[src/rtl/lcdseq_pkg.sv]
package lcdseq_pkg;

   localparam int COM_COUNT = 4;

   typedef enum logic [2:0] {
      LVL_GND        = 3'd0,
      LVL_THIRD      = 3'd1,
      LVL_HALF       = 3'd2,
      LVL_TWO_THIRDS = 3'd3,
      LVL_FULL       = 3'd4
   } drv_lvl_e;

   // index of the last common phase for a duty selection
   function automatic logic [1:0] last_phase(input logic [1:0] duty);
      case (duty)
         2'b00:   return 2'd3;
         2'b01:   return 2'd2;
         default: return 2'd1;
      endcase
   endfunction

   // multiplexed segment level outside the key slot
   function automatic drv_lvl_e seg_level(input logic lit, input logic neg,
                                          input logic third);
      if (lit)        return neg ? LVL_FULL  : LVL_GND;
      else if (third) return neg ? LVL_THIRD : LVL_TWO_THIRDS;
      else            return neg ? LVL_GND   : LVL_FULL;
   endfunction

endpackage

[src/rtl/lcdseq_timer.sv]
module lcdseq_timer
   import lcdseq_pkg::*;
#(
   parameter int BASE_DIV = 128,
   parameter int KEY_SLOT = 16,
   parameter int KEY_SRCS = 8,
   parameter int KIW      = 3
) (
   input  logic           clk,
   input  logic           rst_n,
   input  logic [1:0]     duty_sel,
   input  logic [1:0]     rate_sel,
   output logic [1:0]     phase,
   output logic           neg_pol,
   output logic           in_key,
   output logic [KIW-1:0] key_idx
);

   localparam int MAXLEN = BASE_DIV * 8;
   localparam int CW     = $clog2(MAXLEN);
   localparam int STROBE = KEY_SLOT / KEY_SRCS;

   logic [CW-1:0] cnt;
   logic [CW-1:0] last_cnt;
   logic [1:0]    last_ph;
   logic [3:0]    mode_q;
   logic          restart;
   logic          frame_end;

   always_comb begin
      last_cnt  = CW'(BASE_DIV * (1 << rate_sel) - 1);
      last_ph   = last_phase(duty_sel);
      restart   = ({duty_sel, rate_sel} != mode_q);
      frame_end = (cnt == last_cnt) && (phase == last_ph);
   end

   always_ff @(posedge clk) begin
      if (!rst_n) begin
         cnt     <= '0;
         phase   <= '0;
         neg_pol <= 1'b0;
         mode_q  <= '0;
      end else if (restart) begin
         cnt     <= '0;
         phase   <= '0;
         neg_pol <= 1'b0;
         mode_q  <= {duty_sel, rate_sel};
      end else if (cnt == last_cnt) begin
         cnt <= '0;
         if (phase == last_ph) begin
            phase   <= '0;
            neg_pol <= ~neg_pol;
         end else begin
            phase <= phase + 2'd1;
         end
      end else begin
         cnt <= cnt + 1'b1;
      end
   end

   always_comb begin
      in_key  = (cnt < CW'(KEY_SLOT));
      key_idx = KIW'(cnt / CW'(STROBE));
   end

   AST_CNT_BOUND:   assert property (@(posedge clk) disable iff (!rst_n)
                       !restart |-> cnt <= last_cnt);
   AST_PHASE_BOUND: assert property (@(posedge clk) disable iff (!rst_n)
                       !restart |-> phase <= last_ph);
   AST_RESTART:     assert property (@(posedge clk) disable iff (!rst_n)
                       restart |=> (cnt == '0 && phase == 2'd0 && !neg_pol));
   AST_POL_FLIP:    assert property (@(posedge clk) disable iff (!rst_n)
                       (!restart && frame_end) |=> neg_pol != $past(neg_pol));
   AST_POL_HOLD:    assert property (@(posedge clk) disable iff (!rst_n)
                       (!restart && !frame_end) |=> $stable(neg_pol));

endmodule

[src/rtl/lcdseq_com.sv]
module lcdseq_com
   import lcdseq_pkg::*;
(
   input  logic                   clk,
   input  logic                   rst_n,
   input  logic [1:0]             phase,
   input  logic                   neg_pol,
   input  logic                   in_key,
   input  logic                   third_bias,
   input  logic                   blank,
   output logic [3*COM_COUNT-1:0] com_lvl
);

   logic [COM_COUNT-1:0] driven_hard;

   for (genvar i = 0; i < COM_COUNT; i++) begin : g_com
      drv_lvl_e lvl;
      always_comb begin
         if (blank)                lvl = LVL_FULL;
         else if (in_key)          lvl = LVL_HALF;
         else if (phase == 2'(i))  lvl = neg_pol ? LVL_GND : LVL_FULL;
         else if (third_bias)      lvl = neg_pol ? LVL_TWO_THIRDS : LVL_THIRD;
         else                      lvl = LVL_HALF;
      end
      assign com_lvl[3*i +: 3] = lvl;
      assign driven_hard[i] = (com_lvl[3*i +: 3] == LVL_FULL) ||
                              (com_lvl[3*i +: 3] == LVL_GND);
   end

   AST_ONE_SELECTED: assert property (@(posedge clk) disable iff (!rst_n)
                        (!blank && !in_key) |-> $countones(driven_hard) == 1);

endmodule

[src/rtl/lcdseq_seg.sv]
module lcdseq_seg
   import lcdseq_pkg::*;
#(
   parameter int SEG_COUNT = 56,
   parameter int KEY_SRCS  = 8,
   parameter int LED_COUNT = 8,
   parameter int KIW       = 3
) (
   input  logic                   clk,
   input  logic                   rst_n,
   input  logic [SEG_COUNT-1:0]   row_bits,
   input  logic [LED_COUNT-1:0]   led_bits,
   input  logic                   neg_pol,
   input  logic                   in_key,
   input  logic [KIW-1:0]         key_idx,
   input  logic                   third_bias,
   input  logic                   blank,
   input  logic                   led_mode,
   output logic [3*SEG_COUNT-1:0] seg_lvl
);

   localparam int LED_BASE = SEG_COUNT - LED_COUNT;

   logic [KEY_SRCS-1:0] ks_high;

   for (genvar i = 0; i < SEG_COUNT; i++) begin : g_seg
      drv_lvl_e lvl;
      logic     strobe;
      if (i < KEY_SRCS) begin : g_ks
         assign strobe = (key_idx == KIW'(i));
      end else begin : g_plain
         assign strobe = 1'b0;
      end
      if (i >= LED_BASE) begin : g_led
         always_comb begin
            if (blank)         lvl = LVL_FULL;
            else if (led_mode) lvl = led_bits[i-LED_BASE] ? LVL_FULL : LVL_GND;
            else if (in_key)   lvl = strobe ? LVL_FULL : LVL_GND;
            else               lvl = seg_level(row_bits[i], neg_pol, third_bias);
         end
      end else begin : g_lcd
         always_comb begin
            if (blank)         lvl = LVL_FULL;
            else if (in_key)   lvl = strobe ? LVL_FULL : LVL_GND;
            else               lvl = seg_level(row_bits[i], neg_pol, third_bias);
         end
      end
      assign seg_lvl[3*i +: 3] = lvl;
   end

   for (genvar k = 0; k < KEY_SRCS; k++) begin : g_ksmon
      assign ks_high[k] = (seg_lvl[3*k +: 3] == LVL_FULL);
   end

   AST_KEY_ONEHOT: assert property (@(posedge clk) disable iff (!rst_n)
                      (in_key && !blank && !led_mode) |-> $countones(ks_high) == 1);

endmodule

[src/rtl/lcdmux_drive_seq.sv]
module lcdmux_drive_seq
   import lcdseq_pkg::*;
#(
   parameter int SEG_COUNT = 56,
   parameter int KEY_SRCS  = 8,
   parameter int LED_COUNT = 8,
   parameter int KEY_SLOT  = 16,
   parameter int BASE_DIV  = 128
) (
   input  logic                             clk,
   input  logic                             rst_n,
   input  logic [1:0]                       duty_sel,
   input  logic [1:0]                       rate_sel,
   input  logic                             disp_on,
   input  logic                             out_en,
   input  logic                             led_mode,
   input  logic [COM_COUNT*SEG_COUNT-1:0]   latch_bits,
   output logic [3*COM_COUNT-1:0]           com_lvl,
   output logic [3*SEG_COUNT-1:0]           seg_lvl
);

   localparam int KIW = (KEY_SRCS > 1) ? $clog2(KEY_SRCS) : 1;

   if (KEY_SRCS < 1 || KEY_SLOT % KEY_SRCS != 0) begin : g_bad_slot
      $error("key slot must split evenly over the key sources");
   end
   if (KEY_SLOT >= BASE_DIV) begin : g_bad_len
      $error("key slot must be shorter than the shortest phase");
   end
   if (LED_COUNT < 1 || KEY_SRCS + LED_COUNT > SEG_COUNT) begin : g_bad_map
      $error("key sources and LED pins must not overlap");
   end
   if ((BASE_DIV & (BASE_DIV - 1)) != 0) begin : g_bad_div
      $error("phase base length must be a power of two");
   end

   logic [1:0]           phase;
   logic                 neg_pol;
   logic                 in_key;
   logic [KIW-1:0]       key_idx;
   logic                 blank;
   logic                 third_bias;
   logic [SEG_COUNT-1:0] row_bits;
   logic [LED_COUNT-1:0] led_bits;

   always_comb begin
      blank      = !disp_on || !out_en;
      third_bias = !duty_sel[1];
      row_bits   = latch_bits[phase*SEG_COUNT +: SEG_COUNT];
      led_bits   = latch_bits[SEG_COUNT-1 -: LED_COUNT];
   end

   lcdseq_timer #(
      .BASE_DIV(BASE_DIV), .KEY_SLOT(KEY_SLOT), .KEY_SRCS(KEY_SRCS), .KIW(KIW)
   ) u_timer (
      .clk(clk), .rst_n(rst_n), .duty_sel(duty_sel), .rate_sel(rate_sel),
      .phase(phase), .neg_pol(neg_pol), .in_key(in_key), .key_idx(key_idx)
   );

   lcdseq_com u_com (
      .clk(clk), .rst_n(rst_n), .phase(phase), .neg_pol(neg_pol),
      .in_key(in_key), .third_bias(third_bias), .blank(blank), .com_lvl(com_lvl)
   );

   lcdseq_seg #(
      .SEG_COUNT(SEG_COUNT), .KEY_SRCS(KEY_SRCS), .LED_COUNT(LED_COUNT), .KIW(KIW)
   ) u_seg (
      .clk(clk), .rst_n(rst_n), .row_bits(row_bits), .led_bits(led_bits),
      .neg_pol(neg_pol), .in_key(in_key), .key_idx(key_idx),
      .third_bias(third_bias), .blank(blank), .led_mode(led_mode),
      .seg_lvl(seg_lvl)
   );

   AST_BLANK_ALL_FULL: assert property (@(posedge clk) disable iff (!rst_n)
                          blank |-> (com_lvl == {COM_COUNT{LVL_FULL}} &&
                                     seg_lvl == {SEG_COUNT{LVL_FULL}}));

endmodule

[config.mk]
export PLATFORM = sky130hd
export DESIGN_NAME = lcdmux_drive_seq
export DESIGN_NICKNAME = d
export VERILOG_FILES = /design/src/rtl/lcdseq_pkg.sv /design/src/rtl/lcdseq_timer.sv /design/src/rtl/lcdseq_com.sv /design/src/rtl/lcdseq_seg.sv /design/src/rtl/lcdmux_drive_seq.sv
export SDC_FILE = /design/constraint.sdc
export NUM_CORES = 1
export LEC_CHECK = 0
export BUFFER_PORTS_ARGS = -buffer_cell sky130_fd_sc_hd__buf_2
export CORE_AREA = 2 2 160 162
export CTS_CLUSTER_DIAMETER = 200
export DETAILED_ROUTE_END_ITERATION = 12
export DIE_AREA = 0 0 162 164
export HOLD_SLACK_MARGIN = 0.03
export SLEW_MARGIN = 10
export SYNTH_ARGS = -nofsm -noshare
export SYNTH_HDL_FRONTEND = slang
export SYNTH_HIERARCHICAL = 1
export SYNTH_SLANG_ARGS = --single-unit
[constraint.sdc]
create_clock -name clk -period 3.66 [get_ports clk]
set_clock_uncertainty 0.1 [all_clocks]
set_input_delay 1.098 -clock clk [delete_from_list [all_inputs] [get_ports clk]]
set_output_delay 1.098 -clock clk [all_outputs]
set_load 0.02 [all_outputs]
==> qor.json <==
{
  "power.ir.vdd_worst_v": 0.000118,
  "cp_slowest_cell": "sky130_fd_sc_hd__or3_4",
  "dp_hpwl_um": 17400,
  "pin_count": 413,
  "syn_nets": 717,
  "remaining_drc_errors": 0,
  "clock_tree_from_tritoncts": "yes",
  "cts_root_buf": "sky130_fd_sc_hd__clkbuf_16",
  "design_power_total_mw": 0.796,
  "clkPwrFrac_pct": 27.6,
  "holdBufCountCts": 0,
  "final_cell_count_no_fill": 1221,
  "clock_insertion_delay_worst_skew_ns": 0.25,
  "setup.worst_path.class": "input pin to output port",
  "crit_fanout": 8,
  "grt_antenna_before_repair": 6,
  "timing.slew.headroom_pct": 25.4,
  "timing.final.crit_period_ns": 3.64,
  "setup_viol": 0,
  "p_comb_share_pct": 48.8,
  "synth_mux_area_share_pct": 32.9,
  "global_route.overflow_total": 0,
  "detailedRoute.firstPassIterationCount": 4,
  "cp-start-kind": "input pin",
  "critical_path_buf_inv_count": 3,
  "synth_area_per_cell_sq_um": 8.01,
  "avgViaCountPerCell": 4.61,
  "coreArea_sq_um": 24800,
  "main_combinational_cell_family_by_area_after_synthesis": "multiplexers",
  "worst_hold_path_type": "flop to flop",
  "swShare_pct": 34.1,
  "die_area_sq_um": 26600,
  "chipWidth_um": 162,
  "finalHoldViolations": 0,
  "asyncSetResetFlopFracSynth_pct": 0,
  "netlist.area_leader.share_pct": 32.6,
  "grt_first_pass_wirelength_um": 30500,
  "yosys.area.top_type": "sky130_fd_sc_hd__mux4_2",
  "drive_above_1_share_pct": 61.1,
  "critical-path-max-stage-delay_ns": 0.49,
  "synth_enable_flop_cells": 0,
  "timing.critical_path.to_type": "output port",
  "dp_slack_ns": -0.237,
  "dp_cells": 1213,
  "fin_crit_sh_pct": 99.6,
  "clkTransAtPathRegs_ns": 0.05,
  "total_switching_power_mw": 0.271,
  "grt_use_total_pct": 14.8,
  "route.detailed.wl_per_inst_um": 17.7,
  "floorplan.initialDensity_pct": 15.6,
  "placement_rows": 58,
  "ys_top_cells_by_area": "sky130_fd_sc_hd__mux4_2 33%, sky130_fd_sc_hd__nor2_1 19%, sky130_fd_sc_hd__a211o_1 8.8%, sky130_fd_sc_hd__dfxtp_1 8.8%, sky130_fd_sc_hd__a21oi_1 3.1%",
  "layout.cells.most_common_list": "402 x sky130_fd_sc_hd__buf_2, 191 x sky130_fd_sc_hd__nor2_1, 56 x sky130_fd_sc_hd__mux4_2",
  "yosysWarningCount": 6,
  "wirelength_um": 21600,
  "post-cts-setup-buffers": 0,
  "syn_area_sq_um": 3870,
  "area_growth_pct": 70.4,
  "synth.ff_latch_count": 17,
  "timing.max_cap.violations": 0,
  "count_of_nets_left_with_antenna_violations_after_detail_routing": 0,
  "gp_congestion": 0.947,
  "finalCoreUtilization_pct": 26.5,
  "max-clock-path-buffers": 2,
  "p_int_mw": 0.525,
  "grt_pass1_vias": 5007,
  "post_synthesis_compound_gate_area_fraction_pct": 18.8,
  "dr.first_iter.drc_count": 309,
  "place_area_sq_um": 6400,
  "worstPathRequired_ns": 2.46,
  "yosysSeqAreaShare_pct": 8.80,
  "die-height_um": 164,
  "cts-buffers-inserted": 3,
  "p_per_area_nw_per_um2": 121,
  "timing.final.max_slew_violations": 0,
  "synth_top_flop_cell": "sky130_fd_sc_hd__dfxtp_1",
  "crit_family": "simple AND/OR/NAND/NOR gates",
  "post_synth_xor_area_fraction_pct": 2.72,
  "finalWorstSetupSlack_ns": 0.0159,
  "leakage_nw": 3.33,
  "cts_num_sinks": 17,
  "max_slew.worst_pin.slew_ns": 1.11,
  "fmax_ghz": 0.274,
  "numPortBuffers": 412,
  "mostFrequentLayoutCell": "sky130_fd_sc_hd__buf_2",
  "ys_types": 45,
  "power_frac_seq_pct": 23.6,
  "cts-htree-levels": 1,
  "critPathArrivalTime_ns": 2.45,
  "critical_path.cell_chain": "buf_6 > inv_2 > or3b_4 > or3_4 > nor2_2 > buf_4",
  "final_nets": 1123,
  "synth_simple_gate_area_share_pct": 28.2,
  "rsz0062_at_grt": "true",
  "yosys.area_share.adder_pct": 0.324,
  "post_synth_inst_count": 483,
  "finalInstanceArea_sq_um": 6590,
  "run_status": "completed",
  "grt_start_max_net_pins": 50,
  "via_count": 5631
}
-- worst paths after layout --
check                                     start                           end  slack (ns)  depth (start not counted)
setup / recovery                    duty_sel[1]                  seg_lvl[157]        0.02                          6
hold / removal        u_timer/cnt[0]$_SDFF_PP0_     u_timer/cnt[0]$_SDFF_PP0_        0.37                          1
setup reg to reg  u_timer/phase[1]$_SDFFE_PP0N_  u_timer/neg_pol$_SDFFE_PP0P_        1.56                          5
hold reg to reg       u_timer/cnt[0]$_SDFF_PP0_     u_timer/cnt[0]$_SDFF_PP0_        0.37                          1
-- stage by stage --
step / TNS, ns / hold slack [ns]
CTS: -0.00984 / 0.369
global route: -0.0342 / 0.420
global placement: -7.76 / 0.346
finish: 0 / 0.370
floorplan: -1.09 / 0.329
detailed placement: -10.22 / 0.357
-- final cells by class --
class,instances,area (sq um)
inverters,6,22.5
repair buffers,449,2450
fillers,2736,18200
clock buffers,4,78.8
flip-flops and latches,17,348
well taps,330,413
multi-input cells,412,3270
diodes,3,7.51
-- cell usage after synthesis (6+ instances only) --
master / instances
sky130_fd_sc_hd__a21oi_1: 24
sky130_fd_sc_hd__mux4_2: 56
sky130_fd_sc_hd__nor2_1: 196
sky130_fd_sc_hd__nand2b_1: 7
sky130_fd_sc_hd__buf_2: 10
sky130_fd_sc_hd__clkbuf_1: 22
sky130_fd_sc_hd__nor3_1: 7
sky130_fd_sc_hd__buf_1: 6
sky130_fd_sc_hd__nand2_1: 7
sky130_fd_sc_hd__inv_1: 6
sky130_fd_sc_hd__dfxtp_1: 17
sky130_fd_sc_hd__a2111o_1: 9
sky130_fd_sc_hd__xor2_1: 6
sky130_fd_sc_hd__xnor2_1: 6
sky130_fd_sc_hd__or2_2: 10
sky130_fd_sc_hd__a211o_1: 39
-- flip-flops by register name, summed over array words and instances (netlist names) --
register and flops:
u_timer/neg_pol 1, u_timer/cnt 10, u_timer/phase 2, u_timer/mode_q 4
-- logic make-up (layout without fill, tap and decap cells) --
family                     Yosys count  in the layout
AOI/OAI and AO/OA                   88             88
xor gates and xnor gates            12             12
adders and majority gates            1              1
buffers and inverters               55            459
DFF                                 17             17
muxes                               57             57
other                                0              3
and+or+nand+nor                    253            254
-- power groups by stage --
stage / clock network [mW] / registers, mW / logic (mW)
2_1_floorplan: 0 / 0.193 / 0.175
3_3_place_gp: 0 / 0.192 / 0.380
3_5_place_dp: 0 / 0.192 / 0.381
4_1_cts: 0.225 / 0.188 / 0.384
5_1_grt: 0.233 / 0.188 / 0.414
6_report: 0.220 / 0.188 / 0.388
-- routing by layer --
layer / routed length [um] / global-route usage (%)
met1: 8630 / 19.4
met2: 10400 / 25.8
met3: 2130 / 2.58
met4: 340 / 2.61
met5: 26 / 0
-- what timing repair did --
| item | CTS | global route |
|---|---|---|
| gates cloned | 1 | 0 |
| resized for setup | 8 | 20 |
| endpoints found under the setup margin | 108 | 62 |
| pin swaps | 0 | 2 |
| endpoints found under the hold margin | 0 | 0 |
No activity file was read; power rests on OpenSTA's default activity.
